File: src/rtl/vdt_pkg.sv
package vdt_pkg;

    localparam int VD_BYTE_W     = 8;
    localparam int VD_SECT_BYTES = 512;
    localparam int VD_HLBA_W     = 21;
    localparam int VD_SEL_W      = 3;
    localparam int VD_SW_W       = 4;
    localparam int VD_CAP_W      = 1;
    localparam int VD_MIN_REG_L2 = 1;

    typedef enum logic [2:0] {
        ST_IDLE = 3'd0,
        ST_CRD  = 3'd1,
        ST_HIN  = 3'd2,
        ST_HOUT = 3'd3,
        ST_CWR  = 3'd4
    } vd_state_t;

    function automatic logic region_fits(input int unsigned region,
                                         input int unsigned cap,
                                         input int unsigned min_l2);
        return region < (32'd1 << (cap + min_l2));
    endfunction

endpackage

File: src/rtl/vdt_sel_latch.sv
module vdt_sel_latch #(
    parameter int SEL_W = 3
) (
    input  logic             clk,
    input  logic             rst,
    input  logic [SEL_W-1:0] sel_in,
    output logic [SEL_W-1:0] sel_q,
    output logic             sel_vld
);
    always_ff @(posedge clk) begin
        if (rst) begin
            sel_q   <= '0;
            sel_vld <= 1'b0;
        end else if (!sel_vld) begin
            sel_q   <= sel_in;
            sel_vld <= 1'b1;
        end
    end
endmodule

File: src/rtl/vdt_map.sv
module vdt_map
    import vdt_pkg::*;
#(
    parameter int SEL_W  = 3,
    parameter int HLBA_W = 21,
    parameter int CAP_W  = 1,
    parameter int MIN_L2 = 1,
    localparam int REG_W  = SEL_W - 1,
    localparam int CLBA_W = REG_W + HLBA_W
) (
    input  logic [SEL_W-1:0]  sel_q,
    input  logic              sel_vld,
    input  logic [CAP_W-1:0]  cap_code,
    input  logic [HLBA_W-1:0] host_lba,
    output logic [CLBA_W-1:0] map_lba,
    output logic              map_half,
    output logic              map_legal
);
    logic [REG_W-1:0] region;

    assign region    = sel_q[SEL_W-1:1];
    assign map_lba   = {region, host_lba};
    assign map_half  = sel_q[0];
    assign map_legal = sel_vld &&
                       region_fits(32'(region), 32'(cap_code), 32'(MIN_L2));
endmodule

File: src/rtl/vdt_buf.sv
module vdt_buf #(
    parameter int DEPTH = 512,
    parameter int DW    = 8,
    localparam int AW   = $clog2(DEPTH)
) (
    input  logic          clk,
    input  logic          we,
    input  logic [AW-1:0] waddr,
    input  logic [DW-1:0] wdata,
    input  logic [AW-1:0] raddr,
    output logic [DW-1:0] rdata
);
    logic [DW-1:0] mem [DEPTH];

    always_ff @(posedge clk) begin
        if (we) mem[waddr] <= wdata;
    end

    assign rdata = mem[raddr];
endmodule

File: src/rtl/vdt_ctrl.sv
module vdt_ctrl
    import vdt_pkg::*;
#(
    parameter int CLBA_W = 23,
    parameter int SECT   = 512,
    parameter int DW     = 8,
    localparam int PTR_W  = $clog2(SECT),
    localparam int HPTR_W = PTR_W - 1
) (
    input  logic              clk,
    input  logic              rst,
    input  logic              sel_vld,
    input  logic              req,
    input  logic              is_write,
    input  logic [CLBA_W-1:0] map_lba,
    input  logic              map_half,
    input  logic              map_legal,
    input  logic              eng_done,
    input  logic              eng_rvalid,
    input  logic [DW-1:0]     eng_rdata,
    input  logic              eng_wready,
    input  logic              host_wvalid,
    input  logic [DW-1:0]     host_wdata,
    output logic              busy,
    output logic              done,
    output logic              chk_err,
    output logic              eng_req,
    output logic              eng_wr,
    output logic [CLBA_W-1:0] card_lba,
    output logic              half_sel,
    output logic              host_wready,
    output logic              host_rvalid,
    output logic              buf_we,
    output logic [PTR_W-1:0]  buf_waddr,
    output logic [DW-1:0]     buf_wdata,
    output logic [PTR_W-1:0]  buf_raddr
);
    vd_state_t         st;
    logic [PTR_W-1:0]  ptr;
    logic              wr_q;
    logic              last_half;
    logic [PTR_W-1:0]  half_addr;

    assign last_half = (ptr[HPTR_W-1:0] == {HPTR_W{1'b1}});
    assign half_addr = {half_sel, ptr[HPTR_W-1:0]};

    always_ff @(posedge clk) begin
        if (rst) begin
            st       <= ST_IDLE;
            ptr      <= '0;
            wr_q     <= 1'b0;
            card_lba <= '0;
            half_sel <= 1'b0;
            done     <= 1'b0;
            chk_err  <= 1'b0;
        end else begin
            done    <= 1'b0;
            chk_err <= 1'b0;
            unique case (st)
                ST_IDLE: begin
                    if (req && sel_vld) begin
                        card_lba <= map_lba;
                        half_sel <= map_half;
                        wr_q     <= is_write;
                        ptr      <= '0;
                        if (map_legal) begin
                            st <= ST_CRD;
                        end else begin
                            done    <= 1'b1;
                            chk_err <= 1'b1;
                        end
                    end
                end
                ST_CRD: begin
                    if (eng_rvalid) ptr <= ptr + 1'b1;
                    if (eng_done) begin
                        ptr <= '0;
                        st  <= wr_q ? ST_HIN : ST_HOUT;
                    end
                end
                ST_HIN: begin
                    if (host_wvalid) begin
                        if (last_half) begin
                            ptr <= '0;
                            st  <= ST_CWR;
                        end else begin
                            ptr <= ptr + 1'b1;
                        end
                    end
                end
                ST_HOUT: begin
                    if (last_half) begin
                        ptr  <= '0;
                        st   <= ST_IDLE;
                        done <= 1'b1;
                    end else begin
                        ptr <= ptr + 1'b1;
                    end
                end
                ST_CWR: begin
                    if (eng_wready) ptr <= ptr + 1'b1;
                    if (eng_done) begin
                        ptr  <= '0;
                        st   <= ST_IDLE;
                        done <= 1'b1;
                    end
                end
                default: st <= ST_IDLE;
            endcase
        end
    end

    always_comb begin
        busy        = (st != ST_IDLE);
        eng_req     = (st == ST_CRD) || (st == ST_CWR);
        eng_wr      = (st == ST_CWR);
        host_wready = (st == ST_HIN);
        host_rvalid = (st == ST_HOUT);
        buf_we      = ((st == ST_CRD) && eng_rvalid) ||
                      ((st == ST_HIN) && host_wvalid);
        buf_waddr   = (st == ST_CRD) ? ptr : half_addr;
        buf_wdata   = (st == ST_CRD) ? eng_rdata : host_wdata;
        buf_raddr   = (st == ST_HOUT) ? half_addr : ptr;
    end
endmodule

File: src/rtl/vdt_top.sv
module vdt_top
    import vdt_pkg::*;
#(
    parameter int HLBA_W = VD_HLBA_W,
    parameter int SEL_W  = VD_SEL_W,
    parameter int SW_W   = VD_SW_W,
    parameter int CAP_W  = VD_CAP_W,
    parameter int MIN_L2 = VD_MIN_REG_L2,
    parameter int SECT   = VD_SECT_BYTES,
    parameter int DW     = VD_BYTE_W,
    localparam int CLBA_W = SEL_W - 1 + HLBA_W,
    localparam int PTR_W  = $clog2(SECT)
) (
    input  logic              clk,
    input  logic              rst,
    input  logic [SW_W-1:0]   sel_sw,
    input  logic [CAP_W-1:0]  cap_code,
    input  logic              req,
    input  logic              is_write,
    input  logic [HLBA_W-1:0] host_lba,
    output logic [CLBA_W-1:0] card_lba,
    output logic              half_sel,
    output logic              legal,
    output logic              busy,
    output logic              done,
    output logic              chk_err,
    output logic              eng_req,
    output logic              eng_wr,
    input  logic              eng_done,
    input  logic              eng_rvalid,
    input  logic [DW-1:0]     eng_rdata,
    input  logic              eng_wready,
    output logic [DW-1:0]     eng_wdata,
    input  logic              host_wvalid,
    input  logic [DW-1:0]     host_wdata,
    output logic              host_wready,
    output logic              host_rvalid,
    output logic [DW-1:0]     host_rdata
);
    logic [SEL_W-1:0]  sel_q;
    logic              sel_vld;
    logic [CLBA_W-1:0] map_lba;
    logic              map_half;
    logic              buf_we;
    logic [PTR_W-1:0]  buf_waddr;
    logic [PTR_W-1:0]  buf_raddr;
    logic [DW-1:0]     buf_wdata;
    logic [DW-1:0]     buf_rdata;
    logic              sw_unused;

    generate
        if (SW_W > SEL_W) begin : g_sw_hi
            assign sw_unused = ^sel_sw[SW_W-1:SEL_W];
        end else begin : g_sw_fit
            assign sw_unused = 1'b0;
        end
    endgenerate

    vdt_sel_latch #(.SEL_W(SEL_W)) u_sel (
        .clk     (clk),
        .rst     (rst),
        .sel_in  (sel_sw[SEL_W-1:0]),
        .sel_q   (sel_q),
        .sel_vld (sel_vld)
    );

    vdt_map #(
        .SEL_W (SEL_W),
        .HLBA_W(HLBA_W),
        .CAP_W (CAP_W),
        .MIN_L2(MIN_L2)
    ) u_map (
        .sel_q    (sel_q),
        .sel_vld  (sel_vld),
        .cap_code (cap_code),
        .host_lba (host_lba),
        .map_lba  (map_lba),
        .map_half (map_half),
        .map_legal(legal)
    );

    vdt_ctrl #(
        .CLBA_W(CLBA_W),
        .SECT  (SECT),
        .DW    (DW)
    ) u_ctrl (
        .clk        (clk),
        .rst        (rst),
        .sel_vld    (sel_vld),
        .req        (req),
        .is_write   (is_write),
        .map_lba    (map_lba),
        .map_half   (map_half),
        .map_legal  (legal),
        .eng_done   (eng_done),
        .eng_rvalid (eng_rvalid),
        .eng_rdata  (eng_rdata),
        .eng_wready (eng_wready),
        .host_wvalid(host_wvalid),
        .host_wdata (host_wdata),
        .busy       (busy),
        .done       (done),
        .chk_err    (chk_err),
        .eng_req    (eng_req),
        .eng_wr     (eng_wr),
        .card_lba   (card_lba),
        .half_sel   (half_sel),
        .host_wready(host_wready),
        .host_rvalid(host_rvalid),
        .buf_we     (buf_we),
        .buf_waddr  (buf_waddr),
        .buf_wdata  (buf_wdata),
        .buf_raddr  (buf_raddr)
    );

    vdt_buf #(.DEPTH(SECT), .DW(DW)) u_buf (
        .clk  (clk),
        .we   (buf_we),
        .waddr(buf_waddr),
        .wdata(buf_wdata),
        .raddr(buf_raddr),
        .rdata(buf_rdata)
    );

    assign eng_wdata  = buf_rdata;
    assign host_rdata = buf_rdata;
endmodule

File: config.mk
export PLATFORM = sky130hd
export DESIGN_NAME = vdt_top
export DESIGN_NICKNAME = d
export VERILOG_FILES = /design/src/rtl/vdt_pkg.sv /design/src/rtl/vdt_sel_latch.sv /design/src/rtl/vdt_map.sv /design/src/rtl/vdt_buf.sv /design/src/rtl/vdt_ctrl.sv /design/src/rtl/vdt_top.sv
export SDC_FILE = /design/constraint.sdc
export NUM_CORES = 2
export LEC_CHECK = 0
export BUFFER_PORTS_ARGS = -buffer_cell sky130_fd_sc_hd__buf_2
export CAP_MARGIN = 25
export CORE_MARGIN = 1.5
export CORE_UTILIZATION = 35
export DETAILED_ROUTE_END_ITERATION = 6
export PLACE_DENSITY = 0.51
export SKIP_LAST_GASP = 1
export SLEW_MARGIN = 10
export SYNTH_ARGS = -nofsm -noshare
export SYNTH_HDL_FRONTEND = slang
export SYNTH_HIERARCHICAL = 1
export SYNTH_SLANG_ARGS = --single-unit
File: constraint.sdc
create_clock -name clk -period 14 [get_ports clk]
set_clock_uncertainty 0.05 [all_clocks]
set_input_delay 2.1 -clock clk [delete_from_list [all_inputs] [get_ports clk]]
set_output_delay 2.1 -clock clk [all_outputs]
set_load 0.1 [all_outputs]
==> results.ini <==
[timing]
fin_crit_ns=9.57
max_freq_ghz=0.104
fin_setup_tns_ns=0
setup_viol=0
tightest_slew_ns=1.41
hold_viol=0
rsz0062_at_grt=no
fin_ws_ns=4.43
max-slew-margin-rel_pct=6.03
slew_violations=0
fin_crit_sh_pct=68.4

[clocking]
cts_sinks=4139
cts_tree=done
clk_latency_ns=0.97
cts_buffers=423
clock_path_buffers=4
path_clk_slew_ns=0.06
cts_max_level=5
postCtsSetupBuffers=0
ctsHoldBuffers=0
cts-root-buf=clkbuf_16
cts_resized=0

[status]
outcome=finished clean

[synth]
ys_seq_area_share_pct=76.3
synth_edf_count=4096
post-synth-top-count-cell=edfxtp_1
synth_ff_type=edfxtp_1
synth.top_cell.area_share_pct=75.8
ys_warn_count=6
synth_area_leader_cell=edfxtp_1
syn_avg_cell_area_um2=19.5
synth_common_cells=edfxtp_1, mux2i_1, mux4_2, nor2_1, o221ai_1
ys_ff_latch=4139
synth_area_leaders=edfxtp_1, mux4_2, mux2i_1, o221ai_1, nor2_1
synth_nets=8372
synthCells=8320
yosysUniqueCellTypes=68
synthesis.area_um2=162000
synth-async-reset-ratio_pct=0

[drt]
drc_errors=0
routed-via-count=82500
dr.pass1.iters=6
wl_per_cell_um=29.5
ant_nets=0
routed_via_density=5.52
routed_wl_um=441000
drt_iter0_drc=8705

[cells_and_area]
area_growth_pct=12.4
fin_nets=8489
layout-drive-gt1-share_pct=17.8

[worst_setup_path]
worst_setup_path_end_kind=output port
required_ns=11.85
critPathLaunchType=flip-flop
crit_path_max_fanout=79
cp.arrival_ns=7.42
crit_type=reg2out

[placed_design]
io_buffers=96
gp_congestion=0.840
hpwl_um=261000
pre_cts_ws_ns=5.38

[floorplanning]
rows=249
die_h_um=684
io_pins=98
core-area_um2=461000
die_w_um=684
start_util_pct=35.2
die_area_um2=468000

[pwr]
static-leakage-power_nw=52.7
p_total_mw=25.7
powerDensity_nw_per_um2=141
max-vdd-ir-drop_uv=127

[global_route]
grt_first_pass_wirelength_um=623000
grt_pass1_vias=83700
grt_max_degree=173
antenna_found_initial=24
grt-ovfl-total=0
grtUsageTotal_pct=18.4

[run]
drv_cap=0

[worst_hold_path]
hold_class=reg2reg

## layout make-up
class / instances / area (um^2)
clock buffers: 526 / 11100
well taps: 6149 / 7690
fillers: 41100 / 278000
diodes: 5 / 12.5
multi-input cells: 3597 / 35300
flip-flops and latches: 4139 / 124000
inverters: 7 / 33.8
repair buffers: 269 / 2120
clock inverters: 242 / 2200
## registers in the layout (all words and copies together), names as in the netlist
name / cells
u_buf/mem: 4096
u_ctrl/card_lba: 23
u_ctrl/chk_err: 1
u_ctrl/done: 1
u_ctrl/half_sel: 1
u_ctrl/ptr: 9
u_ctrl/st: 3
u_ctrl/wr_q: 1
u_sel/sel_q: 3
u_sel/sel_vld: 1
## path summary, 6_finish.rpt
check                            from                  end  slack, ns  cells past startpoint
setup / recovery        u_ctrl/ptr[0]         eng_wdata[5]       4.43                     10
hold / removal    u_ctrl/card_lba[15]  u_ctrl/card_lba[15]       0.41                      2
setup reg to reg         u_ctrl/st[0]    u_buf/mem[182][6]       8.86                      5
hold reg to reg   u_ctrl/card_lba[15]  u_ctrl/card_lba[15]       0.41                      2
## cell usage in the layout (no fill, tap or decap), types with 7 or more instances in the layout
master	synthesis	routed
o2111a_1	8	8
o21ai_0	129	129
and2_1	22	21
clkinv_2	0	73
mux2_8	0	8
a211oi_1	19	19
clkinvlp_4	0	14
mux4_2	654	654
buf_12	5	22
inv_6	0	8
dfxtp_1	43	37
a21oi_1	224	224
nand2_4	0	12
nand2_1	164	149
nor3b_1	9	7
or3_1	9	9
o221ai_1	372	372
a22oi_1	61	61
o31ai_1	14	14
clkinv_1	0	98
nand3_1	41	37
nor2_1	604	604
bufinv_16	0	34
buf_2	63	98
edfxtp_1	4096	4096
nor4_1	37	36
clkbuf_1	270	95
mux2i_1	801	801
clkbuf_16	0	428
buf_4	120	142
nor3_1	112	110
o22ai_1	163	163
nand4_1	36	36
o41ai_1	7	7
nor2b_1	14	13
## critical path, cell delays in order, from the launching register on
cell and delay (ns):
dfxtp_4 0.92, buf_12 0.52, buf_4 0.72, mux2i_1 0.16, o221ai_1 0.45, a21oi_1 0.15
nor4_1 0.83, nand4_1 0.42, nor4_2 0.84, o2111a_1 0.66, buf_2 0.53
## through the flow
step	hold slack (ns)	instance area, um^2	utilization, %	cells
after CTS	0.406	182000	39.5	14900
after global placement	0.398	169000	36.6	14100
after global routing	0.429	182000	39.6	14900
final	0.406	182000	39.6	14900
after detailed placement	0.398	169000	36.7	14200
after floorplan	0.387	162000	-	8320
## power by group
group          switching (mW)  internal (mW)  total [mW]
Combinational           0.759          0.199       0.958
Clock                    4.69           6.24        10.9
Sequential            0.00756           13.8        13.8
## cell families after synthesis
group           count (synthesis)  synth area share, %
flops                        4139                 76.3
mux                          1465                 14.1
simple gates                 1079                 2.89
compound gates               1050                 4.54
buf+inv                       584                 2.11
fa+ha+maj                       2               0.0154
xor+xnor                        1              0.00540
## layer usage
metal / vias up / track usage, % / wire, um
li1: 34700 / - / -
met1: 44100 / 25.4 / 186000
met2: 3101 / 29.8 / 210000
met3: 643 / 3.06 / 30900
met4: 2 / 5.45 / 13700
met5: - / 0 / 12
No activity file was read; power rests on OpenSTA's default activity.
